`config.mk`:
```
export PLATFORM = sky130hd
export DESIGN_NAME = np_cpl_tracker
export DESIGN_NICKNAME = d
export VERILOG_FILES = /design/src/rtl/np_trk_pkg.sv /design/src/rtl/np_low_pick.sv /design/src/rtl/np_cpl_check.sv /design/src/rtl/np_cpl_tracker.sv
export SDC_FILE = /design/constraint.sdc
export NUM_CORES = 1
export LEC_CHECK = 0
export BUFFER_PORTS_ARGS = -buffer_cell sky130_fd_sc_hd__buf_4
export CAP_MARGIN = 20
export CORE_MARGIN = 2
export CORE_UTILIZATION = 25
export CTS_BUF_LIST = sky130_fd_sc_hd__clkbuf_4
export DETAILED_ROUTE_END_ITERATION = 10
export HOLD_SLACK_MARGIN = 0.1
export SLEW_MARGIN = 20
export SYNTH_ARGS = -nofsm -noshare
export SYNTH_HDL_FRONTEND = slang
export SYNTH_HIERARCHICAL = 1
export SYNTH_SLANG_ARGS = --single-unit
```
`constraint.sdc`:
```
create_clock -name clk -period 6.1 [get_ports clk]
set_input_delay 1.22 -clock clk [delete_from_list [all_inputs] [get_ports clk]]
set_output_delay 1.22 -clock clk [all_outputs]
set_load 0.02 [all_outputs]
```
`src/rtl/np_trk_pkg.sv`:
```
package np_trk_pkg;

    typedef enum logic [1:0] {
        KIND_MRD  = 2'd0,
        KIND_IOWR = 2'd1,
        KIND_MWR  = 2'd2,
        KIND_MSG  = 2'd3
    } req_kind_e;

    typedef enum logic [1:0] {
        RSP_OK      = 2'd0,
        RSP_CPL_ERR = 2'd1,
        RSP_TIMEOUT = 2'd2
    } rsp_code_e;

    localparam logic [2:0] CPL_ST_SUCCESS = 3'd0;
    localparam int         MAX_PAYLOAD_DW = 1024;
    localparam int         IO_LEN_DW      = 1;

    function automatic logic kind_is_posted(input req_kind_e k);
        return (k == KIND_MWR) || (k == KIND_MSG);
    endfunction

endpackage

```
`src/rtl/np_low_pick.sv`:
```
module np_low_pick #(
    parameter int N = 8,
    parameter int W = 3
) (
    input  logic [N-1:0] req,
    output logic         found,
    output logic [W-1:0] idx
);
    always_comb begin
        idx = '0;
        for (int i = N - 1; i >= 0; i--) begin
            if (req[i]) idx = W'(i);
        end
        found = |req;
    end
endmodule

```
`src/rtl/np_cpl_check.sv`:
```
module np_cpl_check
    import np_trk_pkg::*;
#(
    parameter int N    = 8,
    parameter int W    = 3,
    parameter int ID_W = 16
) (
    input  logic            cpl_valid,
    input  logic [ID_W-1:0] cpl_req_id,
    input  logic [ID_W-1:0] local_id,
    input  logic [W-1:0]    cpl_tag,
    input  logic            cpl_has_data,
    input  logic [2:0]      cpl_status,
    input  logic [N-1:0]    ent_live,
    input  logic [N-1:0]    ent_want_data,
    output logic            accept,
    output logic            unexpected,
    output logic            status_bad
);
    logic ours;
    logic tag_live;
    logic want_data;
    logic form_ok;

    always_comb begin
        ours      = cpl_valid && (cpl_req_id == local_id);
        tag_live  = 1'b0;
        want_data = 1'b0;
        if (int'(cpl_tag) < N) begin
            tag_live  = ent_live[cpl_tag];
            want_data = ent_want_data[cpl_tag];
        end
        status_bad = (cpl_status != CPL_ST_SUCCESS);
        // error completions never carry a payload
        form_ok    = status_bad ? !cpl_has_data : (cpl_has_data == want_data);
        accept     = ours && tag_live && form_ok;
        unexpected = ours && !(tag_live && form_ok);
    end
endmodule

```
`src/rtl/np_cpl_tracker.sv`:
```
module np_cpl_tracker
    import np_trk_pkg::*;
#(
    parameter int NUM_TAGS  = 8,
    parameter int ID_W      = 16,
    parameter int LEN_W     = 11,
    parameter int TMO_LIMIT = 50000,
    localparam int TAG_W    = $clog2(NUM_TAGS),
    localparam int CNT_W    = $clog2(TMO_LIMIT + 1)
) (
    input  logic             clk,
    input  logic             rst_n,
    input  logic [ID_W-1:0]  local_id,
    input  logic             req_valid,
    input  logic [1:0]       req_kind,
    input  logic [LEN_W-1:0] req_len_dw,
    output logic             req_ready,
    output logic [TAG_W-1:0] req_tag,
    input  logic             cpl_valid,
    input  logic [ID_W-1:0]  cpl_req_id,
    input  logic [TAG_W-1:0] cpl_tag,
    input  logic             cpl_has_data,
    input  logic [2:0]       cpl_status,
    output logic             rsp_valid,
    output logic [TAG_W-1:0] rsp_tag,
    output logic [1:0]       rsp_code,
    output logic [2:0]       rsp_status,
    output logic             rsp_data_en,
    output logic [LEN_W-1:0] rsp_len_dw,
    output logic             unexp_cpl,
    output logic             req_malformed
);

    typedef struct packed {
        logic             live;
        logic             want_data;
        logic [LEN_W-1:0] len;
        logic [CNT_W-1:0] age;
    } entry_t;

    typedef struct packed {
        entry_t [NUM_TAGS-1:0] ent;
        logic                  rsp_vld;
        logic [TAG_W-1:0]      rsp_tag;
        logic [1:0]            rsp_code;
        logic [2:0]            rsp_status;
        logic                  rsp_data_en;
        logic [LEN_W-1:0]      rsp_len;
        logic                  unexp;
        logic                  malformed;
    } state_t;

    state_t s_d, s_q;

    logic [NUM_TAGS-1:0] live_vec, want_vec, free_vec, expired_vec;
    logic                free_any, tmo_any;
    logic [TAG_W-1:0]    free_idx, tmo_idx;
    logic                cpl_accept, cpl_unexp, cpl_err;

    genvar g;
    generate
        for (g = 0; g < NUM_TAGS; g++) begin : g_ent
            assign live_vec[g]    = s_q.ent[g].live;
            assign want_vec[g]    = s_q.ent[g].want_data;
            assign free_vec[g]    = !s_q.ent[g].live;
            assign expired_vec[g] = s_q.ent[g].live &&
                                    (s_q.ent[g].age == CNT_W'(TMO_LIMIT));
        end
    endgenerate

    np_low_pick #(.N(NUM_TAGS), .W(TAG_W)) i_free_pick (
        .req   (free_vec),
        .found (free_any),
        .idx   (free_idx)
    );

    np_low_pick #(.N(NUM_TAGS), .W(TAG_W)) i_tmo_pick (
        .req   (expired_vec),
        .found (tmo_any),
        .idx   (tmo_idx)
    );

    np_cpl_check #(.N(NUM_TAGS), .W(TAG_W), .ID_W(ID_W)) i_cpl_check (
        .cpl_valid     (cpl_valid),
        .cpl_req_id    (cpl_req_id),
        .local_id      (local_id),
        .cpl_tag       (cpl_tag),
        .cpl_has_data  (cpl_has_data),
        .cpl_status    (cpl_status),
        .ent_live      (live_vec),
        .ent_want_data (want_vec),
        .accept        (cpl_accept),
        .unexpected    (cpl_unexp),
        .status_bad    (cpl_err)
    );

    req_kind_e kind;
    logic      posted;
    logic      len_bad;
    logic      req_fire;

    always_comb begin
        kind   = req_kind_e'(req_kind);
        posted = kind_is_posted(kind);
        unique case (kind)
            KIND_MRD:  len_bad = (req_len_dw == '0) ||
                                 (int'(req_len_dw) > MAX_PAYLOAD_DW);
            KIND_IOWR: len_bad = (int'(req_len_dw) != IO_LEN_DW);
            KIND_MWR:  len_bad = (int'(req_len_dw) > MAX_PAYLOAD_DW);
            default:   len_bad = 1'b0;
        endcase
        req_ready = posted || len_bad || free_any;
        req_tag   = free_idx;
        req_fire  = req_valid && req_ready;

        s_d             = s_q;
        s_d.rsp_vld     = 1'b0;
        s_d.rsp_data_en = 1'b0;
        s_d.unexp       = 1'b0;
        s_d.malformed   = 1'b0;

        // age every live entry, saturating at the limit
        for (int i = 0; i < NUM_TAGS; i++) begin
            if (s_q.ent[i].live && (s_q.ent[i].age != CNT_W'(TMO_LIMIT)))
                s_d.ent[i].age = s_q.ent[i].age + 1'b1;
        end

        if (req_fire) begin
            if (len_bad) begin
                s_d.malformed = 1'b1;
            end else if (!posted) begin
                s_d.ent[free_idx].live      = 1'b1;
                s_d.ent[free_idx].want_data = (kind == KIND_MRD);
                s_d.ent[free_idx].len       = req_len_dw;
                s_d.ent[free_idx].age       = '0;
            end
        end

        s_d.unexp = cpl_unexp;

        if (cpl_accept) begin
            s_d.ent[cpl_tag].live = 1'b0;
            s_d.rsp_vld     = 1'b1;
            s_d.rsp_tag     = cpl_tag;
            s_d.rsp_code    = cpl_err ? RSP_CPL_ERR : RSP_OK;
            s_d.rsp_status  = cpl_status;
            s_d.rsp_data_en = !cpl_err && s_q.ent[cpl_tag].want_data;
            s_d.rsp_len     = s_q.ent[cpl_tag].len;
        end else if (tmo_any) begin
            s_d.ent[tmo_idx].live = 1'b0;
            s_d.rsp_vld     = 1'b1;
            s_d.rsp_tag     = tmo_idx;
            s_d.rsp_code    = RSP_TIMEOUT;
            s_d.rsp_status  = CPL_ST_SUCCESS;
            s_d.rsp_len     = s_q.ent[tmo_idx].len;
        end
    end

    always_ff @(posedge clk) begin
        if (!rst_n) s_q <= '0;
        else        s_q <= s_d;
    end

    assign rsp_valid     = s_q.rsp_vld;
    assign rsp_tag       = s_q.rsp_tag;
    assign rsp_code      = s_q.rsp_code;
    assign rsp_status    = s_q.rsp_status;
    assign rsp_data_en   = s_q.rsp_data_en;
    assign rsp_len_dw    = s_q.rsp_len;
    assign unexp_cpl     = s_q.unexp;
    assign req_malformed = s_q.malformed;

endmodule

```
==> results.sh, run 1 <==
export IMPL_synth_ff_type="dfxtp_1"
export IMPL_cp_slowest_cell="nor3_1"
export IMPL_reg2reg_setup_slack_ns=2.54
export IMPL_yosysSeqAreaShare=0.399
export IMPL_cp_end_kind="output port"
export IMPL_clk_latency_ns=0.69
export IMPL_finalSetupTns_ns=0
export IMPL_status="complete, no violations"
export IMPL_synthCells=1409
export IMPL_slowest_delay_ns=0.66
export IMPL_cts_buffers=73
export IMPL_postCtsSetupBuffers=0
export IMPL_r2r_start="s_q[141]"
export IMPL_syn2layout_area_growth_pct=16.6
export IMPL_drtPass1Iterations=5
export IMPL_clk_path_buf_depth=3
export IMPL_cts_htree_levels=3
export IMPL_drive_gt1_frac=0.175
export IMPL_p_leak_nw=5.21
export IMPL_required_ns=4.88
export IMPL_ys_types=63
export IMPL_path_cells="buf_4, nor3_1, nand3_1, o21ai_4, or3_1, buf_4"
export IMPL_layoutNonFillerInstCount=2215
export IMPL_min_path_type="reg -> reg"
export IMPL_setup_violations=0
export IMPL_numClockSinks=255
export IMPL_routedWlPerCell_um=14.9
export IMPL_dieArea_um2=52900
export IMPL_gp_congestion=0.781
export IMPL_cap_viol_max_count=0
export IMPL_synth_seq_cells=255
export IMPL_cts_tree="done"
export IMPL_power_density_nw_per_um2=234
export IMPL_worst_pin_slew_ns=1.06
export IMPL_drc=0
export IMPL_num_io_pins=83
export IMPL_vias_per_cell=4.78
export IMPL_start_util=0.254
export IMPL_dp_final_hpwl_mm=22.0
export IMPL_critical_path_buf_inv_count=2
export IMPL_grt_max_degree=60
export IMPL_first_global_vias=10200
export IMPL_core_area_um2=50300
export IMPL_antenna_left=0
export IMPL_hold_viol_final=0
export IMPL_slew_headroom=0.296
export IMPL_via_count=10600
export IMPL_die_w_um=230
export IMPL_overflow=0
export IMPL_nets=1563
export IMPL_antenna_found_initial=1
export IMPL_dp_cells=2088
export IMPL_synthArstFlopShare=0
export IMPL_fmax_mhz=218
export IMPL_synth_edf_count=0
export IMPL_r2r_end="rsp_len_dw[7]"
export IMPL_path_max_fanout=9
export IMPL_cts_resized=0
export IMPL_yosysWarningCount=6
export IMPL_yosysTopAreaCell="dfxtp_1"
export IMPL_routed_wl_mm=32.9
export IMPL_synth_nets=1481
export IMPL_die_y_um=230
export IMPL_drtIter0Drc=675
export IMPL_path_class="in -> out"
export IMPL_cp_start_kind="input port"
export IMPL_num_rows=82
export IMPL_min_period_over_period=0.753
export IMPL_arrival_ns=3.37
export IMPL_fin_crit_ns=4.59
export IMPL_syn_area_um2=12800
export IMPL_ys_top_cells_by_area="dfxtp_1 (40%), mux4_2 (6.7%), mux2i_1 (6.0%), xnor2_1 (5.3%), nor2_1 (5.1%)"
export IMPL_grt_setup_unrepaired="false"
export IMPL_cp_top_family="simple AND/OR/NAND/NOR gates"
export IMPL_fin_skew_ns=0.0499
export IMPL_vdd_drop_max_uv=136
export IMPL_port_buffers=82
export IMPL_r2r_cells=11
export IMPL_drv_slew=0
export IMPL_grt_pass1_wl_mm=53.2
export IMPL_synth_top_area_share=0.399
export IMPL_clk_pin_slew_ns=0.05
export IMPL_whs_path_depth=2
export IMPL_cp_common_cell="buf_4"
export IMPL_grt_use_total=0.122
export IMPL_postCtsHoldBufs=0
export IMPL_avgSynthCellArea_um2=9.07
export IMPL_cts_root_buf="clkbuf_4"
## area by class of cell
cell class	count	area (um^2)
fill	5379	35400
multi-input combinational	1026	7130
sequential	255	5100
tap	672	841
clock buffer	103	773
timing repair buffer	96	721
clock inverter	23	193
inverter	39	146
antenna	1	2.50
## metal layers
metal	vias to the layer above	GRT usage	wire [um]
met1	5072	0.157	15100
met3	74	0.0258	1660
met4	0	0.0540	1050
met5	-	0	0
met2	266	0.197	15200
li1	5167	-	-
## logic make-up (layout without fill, tap and decap cells)
family                   count (synthesis)  in the layout  share of synthesized area
AND/OR/NAND/NOR                        607            607                      0.236
adder cells (fa/ha/maj)                 16             16                     0.0157
AO/OA/AOI/OAI                          144            144                     0.0727
buffers and inverters                  128            261                     0.0449
flip-flops                             255            255                      0.399
other                                    0              1                          0
XOR/XNOR                               135            135                     0.0931
multiplexers                           124            124                      0.138
## how the worst max path moves through the flow
stage / depth (start not counted) / slack (ns) / end / startpoint
2_1_floorplan: 4 / 2.48 / req_ready / req_len_dw[3]
3_3_place_gp: 6 / 1.65 / req_ready / req_len_dw[9]
3_5_place_dp: 6 / 1.62 / req_ready / req_len_dw[9]
4_1_cts: 6 / 1.62 / req_ready / req_len_dw[9]
5_1_grt: 6 / 1.44 / req_ready / req_len_dw[9]
6_report: 6 / 1.51 / req_ready / req_len_dw[9]
## worst min-delay path, cell delays in order, from the launching register on
cell     delay, ns
dfxtp_1       0.32
nand2_1       0.05
mux2i_1       0.05
## synth_stat cells, drive strengths merged (7+ instances only)
| master | n |
|---|---|
| dfxtp | 255 |
| nor2 | 174 |
| nand2 | 142 |
| nand3 | 97 |
| xnor2 | 78 |
| mux2i | 77 |
| o21ai | 73 |
| xor2 | 57 |
| clkbuf | 54 |
| nand4 | 42 |
| mux4 | 40 |
| inv | 39 |
| buf | 35 |
| and3 | 23 |
| nor3 | 22 |
| a21oi | 19 |
| ha | 16 |
| nor4 | 16 |
| and4 | 14 |
| nor2b | 14 |
| o22ai | 11 |
| nand2b | 10 |
| nor3b | 10 |
| nor4bb | 10 |
| a221oi | 8 |
| and2 | 7 |
| mux2 | 7 |
## placed cells by master (no fill, tap or decap), drive strengths merged, types with 6 or more instances in the layout
master  instances
nor3b          10
nor2          174
nand3          97
mux2            7
ha             16
and3           23
nand2         142
dfxtp         255
nand2b         10
nor3           22
mux2i          77
xor2           57
nor4           16
clkbuf        103
nor4b           6
xnor2          78
nor2b          14
o22ai          11
nor4bb         10
and4           14
buf            96
and4b           6
inv            40
o21ai          73
and2            7
a21oi          19
nand4          42
a221oi          8
clkinv         18
mux4           40
## metrics by stage
step | power [mW] | utilization | cell area [um^2] | setup slack, ns | hold WS (ns)
finish | 3.49 | 0.297 | 14900 | 1.51 | 0.472
global route | 3.65 | 0.297 | 14900 | 1.44 | 0.490
CTS | 3.55 | 0.296 | 14900 | 1.62 | 0.473
detailed placement | 1.85 | 0.277 | 13900 | 1.62 | 0.462
global placement | 1.85 | 0.277 | 13900 | 1.65 | 0.449
floorplan | 1.79 | - | 12800 | 2.48 | 0.440
## power breakdown
| group | internal [mW] | total, mW | switching, mW |
|---|---|---|---|
| registers | 1.67 | 1.67 | 0.00268 |
| logic | 0.0541 | 0.144 | 0.0897 |
| clock network | 0.944 | 1.67 | 0.729 |
| total | 2.67 | 3.49 | 0.821 |
Note: power is estimated with default switching activity, not from simulation.
==> inputs of run 2 (changes only) <==
- clock period: 6.1 -> 3.7 ns (I/O delays scaled with it)
==> run 2 against run 1 <==
Compared with the run above: combinational power grew 75%; design area grew 1.0%; power grew 61%; wire length grew 2.7%; hold slack lost 0.15 ns; final cell count grew 1.1%; first-iteration DRC count grew 4.6%; clock-buffer cell count grew 3; clock skew grew 0.0014 ns; core utilization grew 0.30 points; via count grew 0.79%; register-to-register slack lost 2.1 ns.
==> results.sh, run 2 (synthesized netlist as in run 1, its figures left out) <==
export IMPL_status="complete, no violations"
export IMPL_drv_slew=0
export IMPL_cp_start_kind="flip-flop"
export IMPL_min_period_over_period=0.878
export IMPL_antenna_left=0
export IMPL_path_class="reg -> reg"
export IMPL_worst_pin_slew_ns=0.826
export IMPL_power_density_nw_per_um2=373
export IMPL_cp_slowest_cell="or4_1"
export IMPL_routedWlPerCell_um=15.1
export IMPL_dieArea_um2=52900
export IMPL_routed_wl_mm=33.8
export IMPL_cap_viol_max_count=0
export IMPL_required_ns=4.27
export IMPL_syn2layout_area_growth_pct=17.8
export IMPL_num_rows=82
export IMPL_num_io_pins=83
export IMPL_setup_violations=0
export IMPL_final_common_cell="dfxtp_1"
export IMPL_vdd_drop_max_uv=152
export IMPL_slowest_delay_ns=0.61
export IMPL_slew_headroom=0.446
export IMPL_cts_root_buf="clkbuf_4"
export IMPL_fmax_mhz=308
export IMPL_clk_path_buf_depth=3
export IMPL_clk_pin_slew_ns=0.06
export IMPL_cts_buffers=73
export IMPL_p_leak_nw=5.30
export IMPL_cts_htree_levels=3
export IMPL_worst_slack_ns=0.453
export IMPL_die_w_um=230
export IMPL_cp_end_kind="flip-flop"
export IMPL_dp_final_hpwl_mm=23.2
export IMPL_cts_tree="done"
export IMPL_gp_congestion=0.821
export IMPL_grt_setup_unrepaired="false"
export IMPL_path_cells="or4_1, nor4_1, and2_1, nor4_2, and3b_1, buf_12, mux4_2, mux2i_1, nand2_1, o21ai_0, o22ai_1"
export IMPL_dp_slack_ns=0.483
export IMPL_drtIter0Drc=706
export IMPL_postCtsHoldBufs=0
export IMPL_grt_max_degree=41
export IMPL_final_cell_mix="dfxtp_1 (255), nor2_1 (173), nand2_1 (142), buf_4 (115), clkbuf_4 (106)"
export IMPL_fin_skew_ns=0.0513
export IMPL_core_area_um2=50300
export IMPL_drive_gt1_frac=0.189
export IMPL_via_count=10700
export IMPL_drtPass1Iterations=8
export IMPL_numClockSinks=255
export IMPL_arrival_ns=3.81
export IMPL_first_global_vias=10600
export IMPL_grt_pass1_wl_mm=54.6
export IMPL_grt_use_total=0.126
export IMPL_fin_crit_ns=3.25
export IMPL_fillers=5357
export IMPL_vias_per_cell=4.76
export IMPL_antenna_found_initial=3
export IMPL_path_max_fanout=28
export IMPL_final_util=0.300
export IMPL_min_path_type="in -> reg"
export IMPL_die_y_um=230
export IMPL_drc=0
export IMPL_postCtsSetupBuffers=0
export IMPL_overflow=0
export IMPL_start_util=0.254
export IMPL_clk_latency_ns=0.71
export IMPL_nets=1585
export IMPL_finalSetupTns_ns=0
export IMPL_port_buffers=82
export IMPL_hold_viol_final=0
export IMPL_cts_resized=0
==> run 2: cell type report <==
type                       instances  area [um^2]  share of cell area
multi-input combinational       1026         7120               0.473
sequential                       255         5100               0.339
timing repair buffer             118          923              0.0613
tap                              672          841              0.0558
clock buffer                     106          796              0.0528
inverter                          39          146             0.00972
clock inverter                    20          119             0.00789
antenna                            4         10.0            0.000665
==> run 2: final timing paths <==
kind,startpoint,end,slack [ns],cells after the start
max,s_q[141],rsp_len_dw[3],0.45,11
min,cpl_status[0],rsp_status[0],0.32,3
max reg2reg,s_q[141],rsp_len_dw[3],0.45,11
min reg2reg,flip-flop,flip-flop,0.47,2
==> run 2: stage by stage <==
| stage | hold WS, ns | instance area (um^2) | power [mW] | std cells |
|---|---|---|---|---|
| after global routing | 0.306 | 15100 | 5.87 | 2239 |
| after global placement | 0.452 | 14100 | 3.06 | 2110 |
| after CTS | 0.272 | 15000 | 5.70 | 2236 |
| after floorplan | 0.440 | 12800 | 2.95 | 1409 |
| after detailed placement | 0.459 | 14100 | 3.07 | 2110 |
| final | 0.322 | 15100 | 5.61 | 2240 |
==> run 2: where the power goes <==
| part | internal (mW) | switching, mW | leakage, nW |
|---|---|---|---|
| sequential | 2.75 | 0.00356 | 2.05 |
| combinational | 0.0988 | 0.153 | 2.71 |
| clock | 1.38 | 1.22 | 0.538 |
==> run 2: worst max-delay path: cells and delay by family, from the launching register on <==
kind | cells | cell delay (ns)
flip-flops | 1 | 0.36
multiplexers | 2 | 0.51
buffers and inverters | 1 | 0.22
AO/OA/AOI/OAI | 2 | 0.18
AND/OR/NAND/NOR | 6 | 1.85
==> run 2: layer usage <==
metal,share of wire,global-route usage,up-vias
li1,-,-,5190
met5,0,0,-
met3,0.056,0.0291,67
met1,0.45,0.158,5123
met4,0.025,0.0476,0
met2,0.47,0.210,283
==> inputs of run 3 (changes only) <==
--- a/config.mk
+++ b/config.mk
@@ -9,2 +9,4 @@
 export CAP_MARGIN = 20
+export CELL_PAD_IN_SITES_DETAIL_PLACEMENT = 0
+export CELL_PAD_IN_SITES_GLOBAL_PLACEMENT = 1
 export CORE_MARGIN = 2
@@ -14,2 +16,3 @@
 export HOLD_SLACK_MARGIN = 0.1
+export PLACE_DENSITY_LB_ADDON = 0.1
 export SLEW_MARGIN = 20
@@ -19 +22,2 @@
 export SYNTH_SLANG_ARGS = --single-unit
+export TNS_END_PERCENT = 30
--- a/constraint.sdc
+++ b/constraint.sdc
@@ -3,2 +3,2 @@
 set_output_delay 0.74 -clock clk [all_outputs]
-set_load 0.02 [all_outputs]
+set_load 0.05 [all_outputs]
==> run 3 against run 2 <==
Compared with the run above: setup slack worse by 0.16 ns; global-route usage increased by 2.1 points; first-iteration DRC count shrank 42%; clock power increased by 11%; register-to-register slack got worse by 0.16 ns; sequential share of layout area shrank 0.35 points; combinational power increased by 5%; wire length is 13% higher; hold slack worse by 0.076 ns; non-clock buffer count grew 6; maximum frequency down 4.6%; critical path type unchanged; largest cell class unchanged.
==> results.sh, run 3 (synthesized netlist as in run 1, its figures left out) <==
export IMPL_status="complete, no violations"
export IMPL_drc=0
export IMPL_cp_slowest_cell="nor4_1"
export IMPL_path_class="reg -> reg"
export IMPL_fin_crit_ns=3.40
export IMPL_routed_wl_mm=38.2
export IMPL_cts_tree="done"
export IMPL_cp_common_cell="o21ai_0"
export IMPL_vias_per_cell=4.66
export IMPL_antenna_found_initial=3
export IMPL_final_cell_mix="dfxtp_1 (254), nor2_1 (171), nand2_1 (142), buf_4 (120), clkbuf_4 (118)"
export IMPL_cts_buffers=80
export IMPL_fin_skew_ns=0.0643
export IMPL_dp_slack_ns=0.335
export IMPL_drtPass1Iterations=4
export IMPL_worst_slack_ns=0.295
export IMPL_critical_path_buf_inv_count=0
export IMPL_power_density_nw_per_um2=388
export IMPL_min_path_type="in -> reg"
export IMPL_final_common_cell="dfxtp_1"
export IMPL_numClockSinks=255
export IMPL_drtIter0Drc=410
export IMPL_cp_start_kind="flip-flop"
export IMPL_slowest_delay_ns=0.70
export IMPL_port_buffers=82
export IMPL_cp_num_cells=11
export IMPL_die_w_um=230
export IMPL_gp_congestion=0.732
export IMPL_cp_top_family="simple AND/OR/NAND/NOR gates"
export IMPL_num_io_pins=83
export IMPL_vdd_drop_max_uv=139
export IMPL_arrival_ns=4.06
export IMPL_grt_setup_unrepaired="false"
export IMPL_core_area_um2=50300
export IMPL_worst_pin_slew_ns=0.780
export IMPL_drv_slew=0
export IMPL_dieArea_um2=52900
export IMPL_slew_headroom=0.477
export IMPL_min_period_over_period=0.920
export IMPL_required_ns=4.36
export IMPL_grt_pass1_wl_mm=60.8
export IMPL_clk_latency_ns=0.81
export IMPL_cts_htree_levels=3
export IMPL_postCtsSetupBuffers=0
export IMPL_cp_end_kind="flip-flop"
export IMPL_syn2layout_area_growth_pct=19.1
export IMPL_p_leak_nw=5.41
export IMPL_overflow=0
export IMPL_finalSetupTns_ns=0
export IMPL_fmax_mhz=294
export IMPL_die_y_um=230
export IMPL_reg2reg_setup_slack_ns=0.30
export IMPL_whs_path_depth=3
export IMPL_routedWlPerCell_um=16.9
export IMPL_cap_viol_max_count=0
export IMPL_cts_resized=0
export IMPL_drive_gt1_frac=0.201
export IMPL_nets=1598
export IMPL_postCtsHoldBufs=0
export IMPL_clk_path_buf_depth=3
export IMPL_path_cells="or4_1, nor4_1, and2_1, nor2_1, o21ai_0, a21boi_2, mux4_2, mux2i_1, nand2_1, o21ai_0, o22ai_1"
export IMPL_grt_max_degree=52
export IMPL_first_global_vias=10700
export IMPL_antenna_left=0
export IMPL_hold_viol_final=0
export IMPL_dp_final_hpwl_mm=25.4
export IMPL_clk_pin_slew_ns=0.06
export IMPL_path_max_fanout=8
export IMPL_grt_use_total=0.147
export IMPL_cts_root_buf="clkbuf_4"
export IMPL_via_count=10500
export IMPL_num_rows=82
export IMPL_r2r_cells=11
export IMPL_setup_violations=0
export IMPL_start_util=0.254
run 3: cell types whose count changed in the layout (fill, tap and decap cells not counted), moves of 2 or more:
cell	before	now
clkbuf_4	106	118
clkinvlp_4	3	1
nor2_1	173	171
clkinv_1	12	8
nor2_2	1	3
buf_4	115	120
run 3: path summary, 6_finish.rpt:
check | from | endpoint
worst min register to register | flip-flop | flip-flop
worst min-delay path | cpl_status[0] | rsp_status[0]
worst max register to register | s_q[152] | rsp_len_dw[9]
worst max-delay path | s_q[152] | rsp_len_dw[9]
run 3: metrics by stage:
| stage | instance area (um^2) | utilization | total power [mW] | hold slack [ns] | cells |
|---|---|---|---|---|---|
| final | 15200 | 0.303 | 5.91 | 0.245 | 2253 |
| after global routing | 15200 | 0.303 | 6.25 | 0.159 | 2253 |
| after CTS | 15200 | 0.303 | 6.09 | 0.131 | 2250 |
| after detailed placement | 14200 | 0.283 | 3.09 | 0.460 | 2116 |
| after global placement | 14200 | 0.283 | 3.09 | 0.456 | 2116 |
| after floorplan | 12800 | - | 2.95 | 0.440 | 1409 |
run 3: worst reg2reg max path, delay by kind of cell, from the launching register on:
family,cells,cell delay [ns]
AOI/OAI and AO/OA,4,0.55
muxes,2,0.64
DFF,1,0.34
and+or+nand+nor,5,1.76
run 3: routing by layer:
| metal | up-vias | GRT usage | part of all wire |
|---|---|---|---|
| li1 | 5243 | - | - |
| met5 | - | 0 | 0 |
| met2 | 189 | 0.234 | 0.46 |
| met4 | 0 | 0.0625 | 0.031 |
| met3 | 91 | 0.0340 | 0.037 |
| met1 | 4983 | 0.190 | 0.47 |
run 3: power by group:
group,switching [mW],internal [mW]
Sequential,0.00383,2.75
Combinational,0.161,0.103
Clock,1.31,1.58
Total,1.47,4.43
run 3: layout make-up:
cell class | instances | area, um^2
tap | 672 | 841
timing repair buffer | 124 | 981
inverter | 39 | 146
sequential | 255 | 5110
clock inverter | 16 | 119
antenna | 3 | 7.51
multi-input combinational | 1026 | 7130
fill | 5407 | 35100
clock buffer | 118 | 886
